$ cat config.mk
export PLATFORM = sky130hd
export DESIGN_NAME = qr_valley_ctrl
export DESIGN_NICKNAME = d
export VERILOG_FILES = /design/src/rtl/qr_valley_ctrl.sv
export SDC_FILE = /design/constraint.sdc
export NUM_CORES = 1
export LEC_CHECK = 0
export BUFFER_PORTS_ARGS = -buffer_cell sky130_fd_sc_hd__buf_2
export CAP_MARGIN = 25
export CORE_UTILIZATION = 40
export CTS_BUF_LIST = sky130_fd_sc_hd__clkbuf_8 sky130_fd_sc_hd__clkbuf_16
export CTS_CLUSTER_SIZE = 16
export DETAILED_ROUTE_END_ITERATION = 8
export PLACE_DENSITY_LB_ADDON = 0.1
export SYNTH_ARGS = -nofsm -noshare
export SYNTH_HDL_FRONTEND = slang
export SYNTH_SLANG_ARGS = --single-unit
$ cat constraint.sdc
create_clock -name clk -period 48.3 [get_ports clk]
set_input_delay 4.83 -clock clk [delete_from_list [all_inputs] [get_ports clk]]
set_output_delay 4.83 -clock clk [all_outputs]
set_load 0.1 [all_outputs]
$ cat src/rtl/qr_valley_ctrl.sv
module qr_valley_ctrl #(
  parameter int FBW           = 8,
  parameter int SSW           = 8,
  parameter int GON_CODE      = 108,
  parameter int GOFF_ENTER    = 59,
  parameter int GOFF_EXIT     = 64,
  parameter int OLP_CODE      = 215,
  parameter int T_OFF_MIN     = 250,
  parameter int T_OFF_GOFF    = 1025,
  parameter int T_OFF_LONG    = 112500,
  parameter int T_TO          = 450,
  parameter int T_DLY         = 10,
  parameter int T_BLANK       = 125,
  parameter int T_ON_MAX      = 2250,
  parameter int T_START_SHORT = 1400,
  parameter int T_START_LONG  = 112500,
  parameter int T_SS          = 250000
) (
  input  logic           clk,
  input  logic           rst_n,
  input  logic           en,
  input  logic [FBW-1:0] fb_code,
  input  logic           valley_det,
  input  logic           cs_trip,
  output logic           gate,
  output logic [SSW-1:0] ss_level
);

  localparam int SPAN_C = GON_CODE - GOFF_ENTER;
  localparam int SPAN_T = T_OFF_GOFF - T_OFF_MIN;
  localparam int M1 = (T_OFF_LONG + T_TO > T_OFF_GOFF + T_TO) ? T_OFF_LONG + T_TO : T_OFF_GOFF + T_TO;
  localparam int M2 = (M1 > T_START_LONG) ? M1 : T_START_LONG;
  localparam int M3 = (M2 > T_ON_MAX) ? M2 : T_ON_MAX;
  localparam int M4 = (M3 > T_START_SHORT) ? M3 : T_START_SHORT;
  localparam int M5 = (M4 > T_BLANK + T_DLY) ? M4 : T_BLANK + T_DLY;
  localparam int CW = $clog2(M5 + 2);
  localparam int SCW = $clog2(T_SS + 1);
  localparam int SS_MAX = (1 << SSW) - 1;

  typedef enum logic [2:0] {S_IDLE, S_START, S_ON, S_OFF, S_DLY} st_t;

  st_t           st;
  logic [CW-1:0] cnt, lim, tmin_q, tmin_c, start_c;
  logic          goff_q;
  logic [SCW-1:0] ss_cnt;
  int            fb_i, d_i;

  assign fb_i = int'(fb_code);
  assign gate = (st == S_ON);

  always_ff @(posedge clk or negedge rst_n)
    if (!rst_n)                   goff_q <= 1'b0;
    else if (fb_i < GOFF_ENTER)   goff_q <= 1'b1;
    else if (fb_i >= GOFF_EXIT)   goff_q <= 1'b0;

  always_comb begin
    d_i = GON_CODE - ((fb_i > GOFF_ENTER) ? fb_i : GOFF_ENTER);
    if (goff_q)                 tmin_c = CW'(T_OFF_LONG);
    else if (fb_i >= GON_CODE)  tmin_c = CW'(T_OFF_MIN);
    else                        tmin_c = CW'(T_OFF_MIN + (d_i * SPAN_T) / SPAN_C);
  end

  assign start_c = goff_q ? CW'(T_START_LONG) :
                   (fb_i >= OLP_CODE) ? CW'(T_START_SHORT) : tmin_c + CW'(T_TO);

  always_ff @(posedge clk or negedge rst_n) begin
    if (!rst_n) begin
      st     <= S_IDLE;
      cnt    <= '0;
      lim    <= '0;
      tmin_q <= '0;
    end else if (!en) begin
      st  <= S_IDLE;
      cnt <= '0;
    end else begin
      case (st)
        S_IDLE: begin
          st  <= S_START;
          cnt <= '0;
          lim <= start_c;
        end
        S_START:
          if (cnt == lim - CW'(1)) begin st <= S_ON; cnt <= '0; end
          else cnt <= cnt + CW'(1);
        S_ON:
          if (cs_trip || cnt == CW'(T_ON_MAX - 1)) begin
            st     <= S_OFF;
            cnt    <= '0;
            tmin_q <= tmin_c;
          end else cnt <= cnt + CW'(1);
        S_OFF:
          if (valley_det && cnt >= tmin_q && cnt >= CW'(T_BLANK)) begin
            st <= S_DLY; cnt <= '0;
          end else if (cnt == tmin_q + CW'(T_TO - 1)) begin
            st <= S_ON; cnt <= '0;
          end else cnt <= cnt + CW'(1);
        S_DLY:
          if (cnt == CW'(T_DLY - 1)) begin st <= S_ON; cnt <= '0; end
          else cnt <= cnt + CW'(1);
        default: st <= S_IDLE;
      endcase
    end
  end

  always_ff @(posedge clk or negedge rst_n)
    if (!rst_n)                     ss_cnt <= '0;
    else if (!en)                   ss_cnt <= '0;
    else if (ss_cnt != SCW'(T_SS))  ss_cnt <= ss_cnt + SCW'(1);

  assign ss_level = SSW'((64'(ss_cnt) * 64'(SS_MAX)) / 64'(T_SS));

  // run-length observers for the gate waveform
  logic [CW-1:0] hi_run, lo_run;
  logic          had_on;

  always_ff @(posedge clk or negedge rst_n)
    if (!rst_n) begin
      hi_run <= '0;
      lo_run <= '0;
      had_on <= 1'b0;
    end else begin
      hi_run <= gate ? hi_run + CW'(1) : '0;
      if (gate) lo_run <= '0;
      else if (lo_run != '1) lo_run <= lo_run + CW'(1);
      if (!en) had_on <= 1'b0;
      else if (gate) had_on <= 1'b1;
    end

  a_r1_disable_gate: assert property (@(posedge clk) disable iff (!rst_n)
    !en |=> !gate);
  a_r7_on_cap: assert property (@(posedge clk) disable iff (!rst_n)
    gate |-> hi_run < CW'(T_ON_MAX));
  a_r8_trip_off: assert property (@(posedge clk) disable iff (!rst_n)
    gate && cs_trip |=> !gate);
  a_r4_min_off: assert property (@(posedge clk) disable iff (!rst_n)
    $rose(gate) && had_on |-> lo_run >= CW'(T_OFF_MIN));
  a_r6_off_bound: assert property (@(posedge clk) disable iff (!rst_n)
    $rose(gate) && had_on |-> lo_run <= CW'(T_OFF_LONG + T_TO));
  a_r10_ss_mono: assert property (@(posedge clk) disable iff (!rst_n)
    en && $past(en) |-> ss_level >= $past(ss_level));
  a_r10_ss_zero: assert property (@(posedge clk) disable iff (!rst_n)
    !en |=> ss_level == '0);

endmodule

=== After elaboration in Yosys (flattened, before gate mapping) ===
Index checks and enable logic that the tools add are counted.

* Order comparisons: 7
* Div/mod/pow operators: 2
* Reductions and logical operators: 8
* $mul: 2
* Equality and inequality tests: 15
* Mux-type cells: 23
* Add/sub/neg operators: 7

{| class="wikitable"
|+ Operators by type and width
! cell !! number
|-
| $mux W17 || 10
|-
| $pmux W17 S5 || 1
|-
| $div A26 B18 Y64 const B || 1
|-
| $mux W18 || 2
|-
| $add A17 B9 Y17 const B || 2
|-
| $eq A17 B17 Y1 || 2
|-
| $div A32 B7 Y32 const B || 1
|-
| $mul A18 B8 Y26 const B || 1
|-
| $mul A9 B11 Y20 const B || 1
|-
| $add A18 B1 Y18 const B || 1
|-
| $mux W3 || 6
|-
| $ne A18 B18 Y1 const B || 1
|-
| $add A17 B1 Y17 const B || 1
|-
| $add A9 B17 Y17 const A || 1
|-
| $eq A17 B12 Y1 const B || 1
|-
| $eq A17 B4 Y1 const B || 1
|-
| $ge A17 B17 Y1 || 1
|-
| $ge A17 B7 Y1 const B || 1
|-
| $sub A17 B1 Y17 const B || 1
|-
| $ge A8 B7 Y1 const B || 2
|-
| $pmux W3 S5 || 1
|-
| $sub A7 B8 Y9 const A || 1
|-
| $ge A8 B8 Y1 const B || 1
|-
| $gt A8 B6 Y1 const B || 1
|-
| 18 further kinds || 22
|}

* Input port bits: 13
* Bits in registers: 73
* Word-level logic and storage cells: 70
* Output and inout port bits: 9

=== Depth between registers and ports, before layout ===
* Depth after elaboration: 11
* Depth in mapped cells: 83
* Gate-level depth less buffers: 72

=== Worst setup path after synthesis ===
No wires, ideal clock.

* Kind: input -> register
* Start point: in fb_code[2]
* End point: reg lim[12]
* Buffers on the path: 6
* Slack: 26.688 ns
* Cell stages on the path: 76
* Data arrival time: 21.512 ns
* Library setup time: 0.101 ns
* Required time: 48.199 ns
* Path through: clkbuf_1 -> nand2_1 -> o21ai_0 -> nand2b_1 -> inv_1 -> ha_1 -> clkbuf_1 -> and3b_1 -> o21bai_1 -> nand2_1 -> ha_1 -> ha_1 -> inv_1 -> fa_1 -> inv_1 -> ha_1 -> fa_1 -> ha_1 -> [... 40 more ...] -> o21ai_0 -> nand4_1 -> a22o_1 -> a311oi_1 -> ha_1 -> nor2_1 -> xnor2_1 -> ha_1 -> inv_1 -> a211oi_1 -> o211ai_1 -> o211ai_1 -> xnor2_1 -> nand2_1 -> a311o_1 -> and3_1 -> xnor2_1 -> o311ai_2

* Word-level cells in the longest chain between the ends: 11
* Elaborated cells on any way between the ends: 13
* Classes of those cells: 3 x add/sub; 1 x mul; 1 x div; 3 x order compare; 5 x mux

{| class="wikitable"
|+ RTL lines
! element !! RTL line !! RTL
|-
| start: declaration || 22 || <nowiki>input logic [FBW-1:0] fb_code,</nowiki>
|-
| $gt A8 B6 Y1 || 57 || <nowiki>d_i = GON_CODE - ((fb_i > GOFF_ENTER) ? fb_i : GOFF_ENTER);</nowiki>
|-
| $mux W8 || 57 ||
|-
| $sub A7 B8 Y9 || 57 ||
|-
| $mul A9 B11 Y20 || 60 || <nowiki>else tmin_c = CW'(T_OFF_MIN + (d_i * SPAN_T) / SPAN_C);</nowiki>
|-
| $div A32 B7 Y32 || 60 ||
|-
| $add A9 B17 Y17 || 60 ||
|-
| $mux W17 || 59 || <nowiki>else if (fb_i >= GON_CODE) tmin_c = CW'(T_OFF_MIN);</nowiki>
|-
| $mux W17 || 58 || <nowiki>if (goff_q) tmin_c = CW'(T_OFF_LONG);</nowiki>
|-
| $add A17 B9 Y17 || 64 || <nowiki>(fb_i >= OLP_CODE) ? CW'(T_START_SHORT) : tmin_c + CW'(T_TO);</nowiki>
|-
| $mux W17 * || 64 ||
|-
| $mux W17 * || 63 || <nowiki>assign start_c = goff_q ? CW'(T_START_LONG) :</nowiki>
|-
| end signal: assignment || 80 || <nowiki>lim <= start_c;</nowiki>
|-
| end: declaration || 43 || <nowiki>logic [CW-1:0] cnt, lim, tmin_q, tmin_c, start_c;</nowiki>
|}

Mark *: on every way between the ends. The rest lies on a longest branch, timed or not.
A chain may end at the register's enable or synchronous reset.

=== Worst setup path after layout ===
* Start point: in fb_code[3]
* End point: reg lim[12]

Same word-level chain as after synthesis.

==> flow_metrics.tcl <==
set metrics [dict create \
    fin_setup_tns_ps 0 \
    finalCriticalPeriod_ps 25110 \
    dp_hpwl_um 45000 \
    async_flop_share_pct 100 \
    final_util_pct 42.5 \
    htreeDepth 3 \
    maxCapViolCount 0 \
    fin_worst_skew_ps 12.6 \
    port_buffers 21 \
    critical_path_class "in2reg" \
    vias_per_cell 6.01 \
    fmax_mhz 39.8 \
    synthSimpleGateAreaFrac_pct 23.3 \
    final_nets 2770 \
    insertion_delay_ps 350 \
    grtUsageTotal_pct 21.8 \
    clk_pin_slew_worst_paths_ps 60 \
    grt_remaining_overflow 0 \
    synth_seq_area_share_pct 9.37 \
    syn_area_mm2 0.0195 \
    clockRootBuffer "clkbuf_16" \
    cts.path.max_buffers 2 \
    fin_crit_sh_pct 52.0 \
    drive_gt1_share_pct 6.73 \
    hp-start "lim[16]$_DFFE_PN0P_" \
    synth_xor_area_share_pct 10.8 \
    cp_common_cell "ha_1" \
    status "completed" \
    grt_pass1_vias 18000 \
    synth_top_family_by_area "compound AO/OA/AOI/OAI gates" \
    r2r_setup_slack_ps 43430 \
    cts_sinks 73 \
    synthMuxAreaShare_pct 2.57 \
    die_area_mm2 0.0496 \
    cp.required_ps 48550 \
    post_cts_resized 0 \
    cpMaxStageDelayCell "mux2i_1" \
    setup_viol 0 \
    report.final.slew_viol_count 0 \
    drtIter0Drc 1235 \
    post-cts-setup-buffers 0 \
    worstPathArrival_ps 25360 \
    syn2layout_area_growth_pct 4.43 \
    timing.rr.start "cnt[0]$_DFFE_PN0P_" \
    synth_ff_type "dfrtp_1" \
    cts_hold_buf 0 \
    rsz0062_at_grt "no" \
    row_count 80 \
    worstHoldPathType "reg2reg" \
    cts_tree "done" \
    syn_inst 2558 \
    critical-path-max-stage-delay_ps 740 \
    grt_pass1_wl_um 91300 \
    dieHeight_um 223 \
    cts_buffers 9 \
    num_vias 18800 \
    hold_viol 0 \
    max_slew.worst_pin.slew_ps 1050 \
    cp-start-kind "input pin" \
    crit_path_start "fb_code[3]" \
    drc 0 \
    crit_path_end_kind "flip-flop" \
    start_util_pct 40.7 \
    antenna_left 0 \
    synth_compound_area_share_pct 28.0 \
    antenna_found_initial 0 \
    dr.pass1.iters 6 \
    synth_adder_area_share_pct 20.2 \
    synthesis.nets 2821 \
    syn_avg_cell_area_um2 7.63 \
    ios 22 \
    place.gp.congestion 0.906 \
    synth_edf_count 0 \
    post_drt_wl_per_cell_um 17.6 \
    crit_path_max_fanout 15 \
    maxSlewHeadroom_pct 29.6 \
    antenna_cells 0 \
    dieWidth_um 223 \
    synth_seq_cells 73 \
    grt_start_max_net_pins 74 \
    yosys_warnings 0 \
    core_mm2 0.0479 \
    synth.distinct_cells 122 \
    wl_um 55000 \
]
-- cell usage after synthesis (35+ instances only) --
library cell,instances,area share (%)
nand2b_1,35,1.1
nand3_1,76,2.0
xor2_1,71,3.2
o211ai_1,39,1.5
a21o_1,35,1.3
nand2_1,204,3.9
inv_1,191,3.7
and2_1,37,1.2
clkbuf_1,73,1.4
xnor2_1,158,7.1
o21ai_0,131,3.4
a31oi_1,35,1.1
and3_1,38,1.2
a21oi_1,145,3.7
nor3_1,67,1.7
fa_1,94,9.6
nor2_1,226,4.3
ha_1,156,10
dfrtp_1,73,9.4
-- worst paths after layout --
path                                         endpoint  cells after the start
worst max-delay path              lim[12]$_DFFE_PN0P_                     72
worst min-delay path              lim[16]$_DFFE_PN0P_                      2
worst max register to register     cnt[3]$_DFFE_PN0P_                     29
worst min register to register    lim[16]$_DFFE_PN0P_                      2
max in group asynchronous       ss_cnt[9]$_DFFE_PN0P_                      2
min in group asynchronous          cnt[1]$_DFFE_PN0P_                      1
-- worst max-delay path: cells and delay by family --
family	cells	cell delay [ps]
AO/OA/AOI/OAI	29	8480
XOR/XNOR	6	2140
adder cells (fa/ha/maj)	10	3280
buffers and inverters	6	790
multiplexers	2	900
AND/OR/NAND/NOR	19	4910
-- per-layer routing --
layer  wire [um]  vias up  global-route usage, %  share of wire (%)
met4         856        0                   5.01                1.6
met1       26000     9024                   29.5                 47
li1            -     9276                      -                  -
met3        1940       63                   1.61                3.5
met2       26200      422                   37.6                 48
met5           0        -                      0                  0
-- cell type report --
cell class / instances / area (um^2)
Inverter: 194 / 728
Multi-Input combinational cell: 2196 / 16600
Tap cell: 615 / 769
Timing Repair Buffer: 33 / 225
Sequential cell: 73 / 1830
Fill cell: 4906 / 27600
Clock buffer: 9 / 225
Clock inverter: 6 / 43.8
-- kinds of logic after synthesis --
kind of cell,Yosys count
buf+inv,289
fa+ha+maj,260
simple gates,890
flops,73
mux,46
compound gates,765
xor+xnor,235
-- cell usage in the layout (no fill, tap or decap), types with 22 or more instances in the layout --
cell type  netlist  final
ha_1           156    156
o21ai_0        131    131
and3_1          38     38
nor3_1          67     67
nand3_1         76     76
inv_1          191    191
nor2_1         226    226
a211oi_1        27     27
o211ai_1        39     39
or3_1           31     31
fa_1            94     94
dfrtp_1         73     73
o22ai_1         22     22
nor4_1          28     28
nand2b_1        35     35
xor2_1          71     71
nand4_1         34     34
nand2_1        204    204
a21oi_1        145    145
o31ai_1         29     29
and2_1          37     37
xnor2_1        158    158
mux2i_1         23     23
a31oi_1         35     35
a21o_1          35     35
-- flip-flops by register name, indices dropped and copies added (netlist names) --
name    cells
lim        17
goff_q      1
ss_cnt     18
cnt        17
st          3
tmin_q     17
-- per-stage QoR --
step	worst slack, ps	instances	hold WS, ps	instance area, um^2
global placement	23840	3109	498	20100
CTS	23390	3125	521	20300
global route	21650	3126	557	20400
detailed placement	23060	3110	506	20100
floorplan	26690	2558	467	19500
finish	23190	3126	521	20400
Power is not shown: default switching activity piles up to over one toggle a cycle in this logic, so the estimate is an artifact.
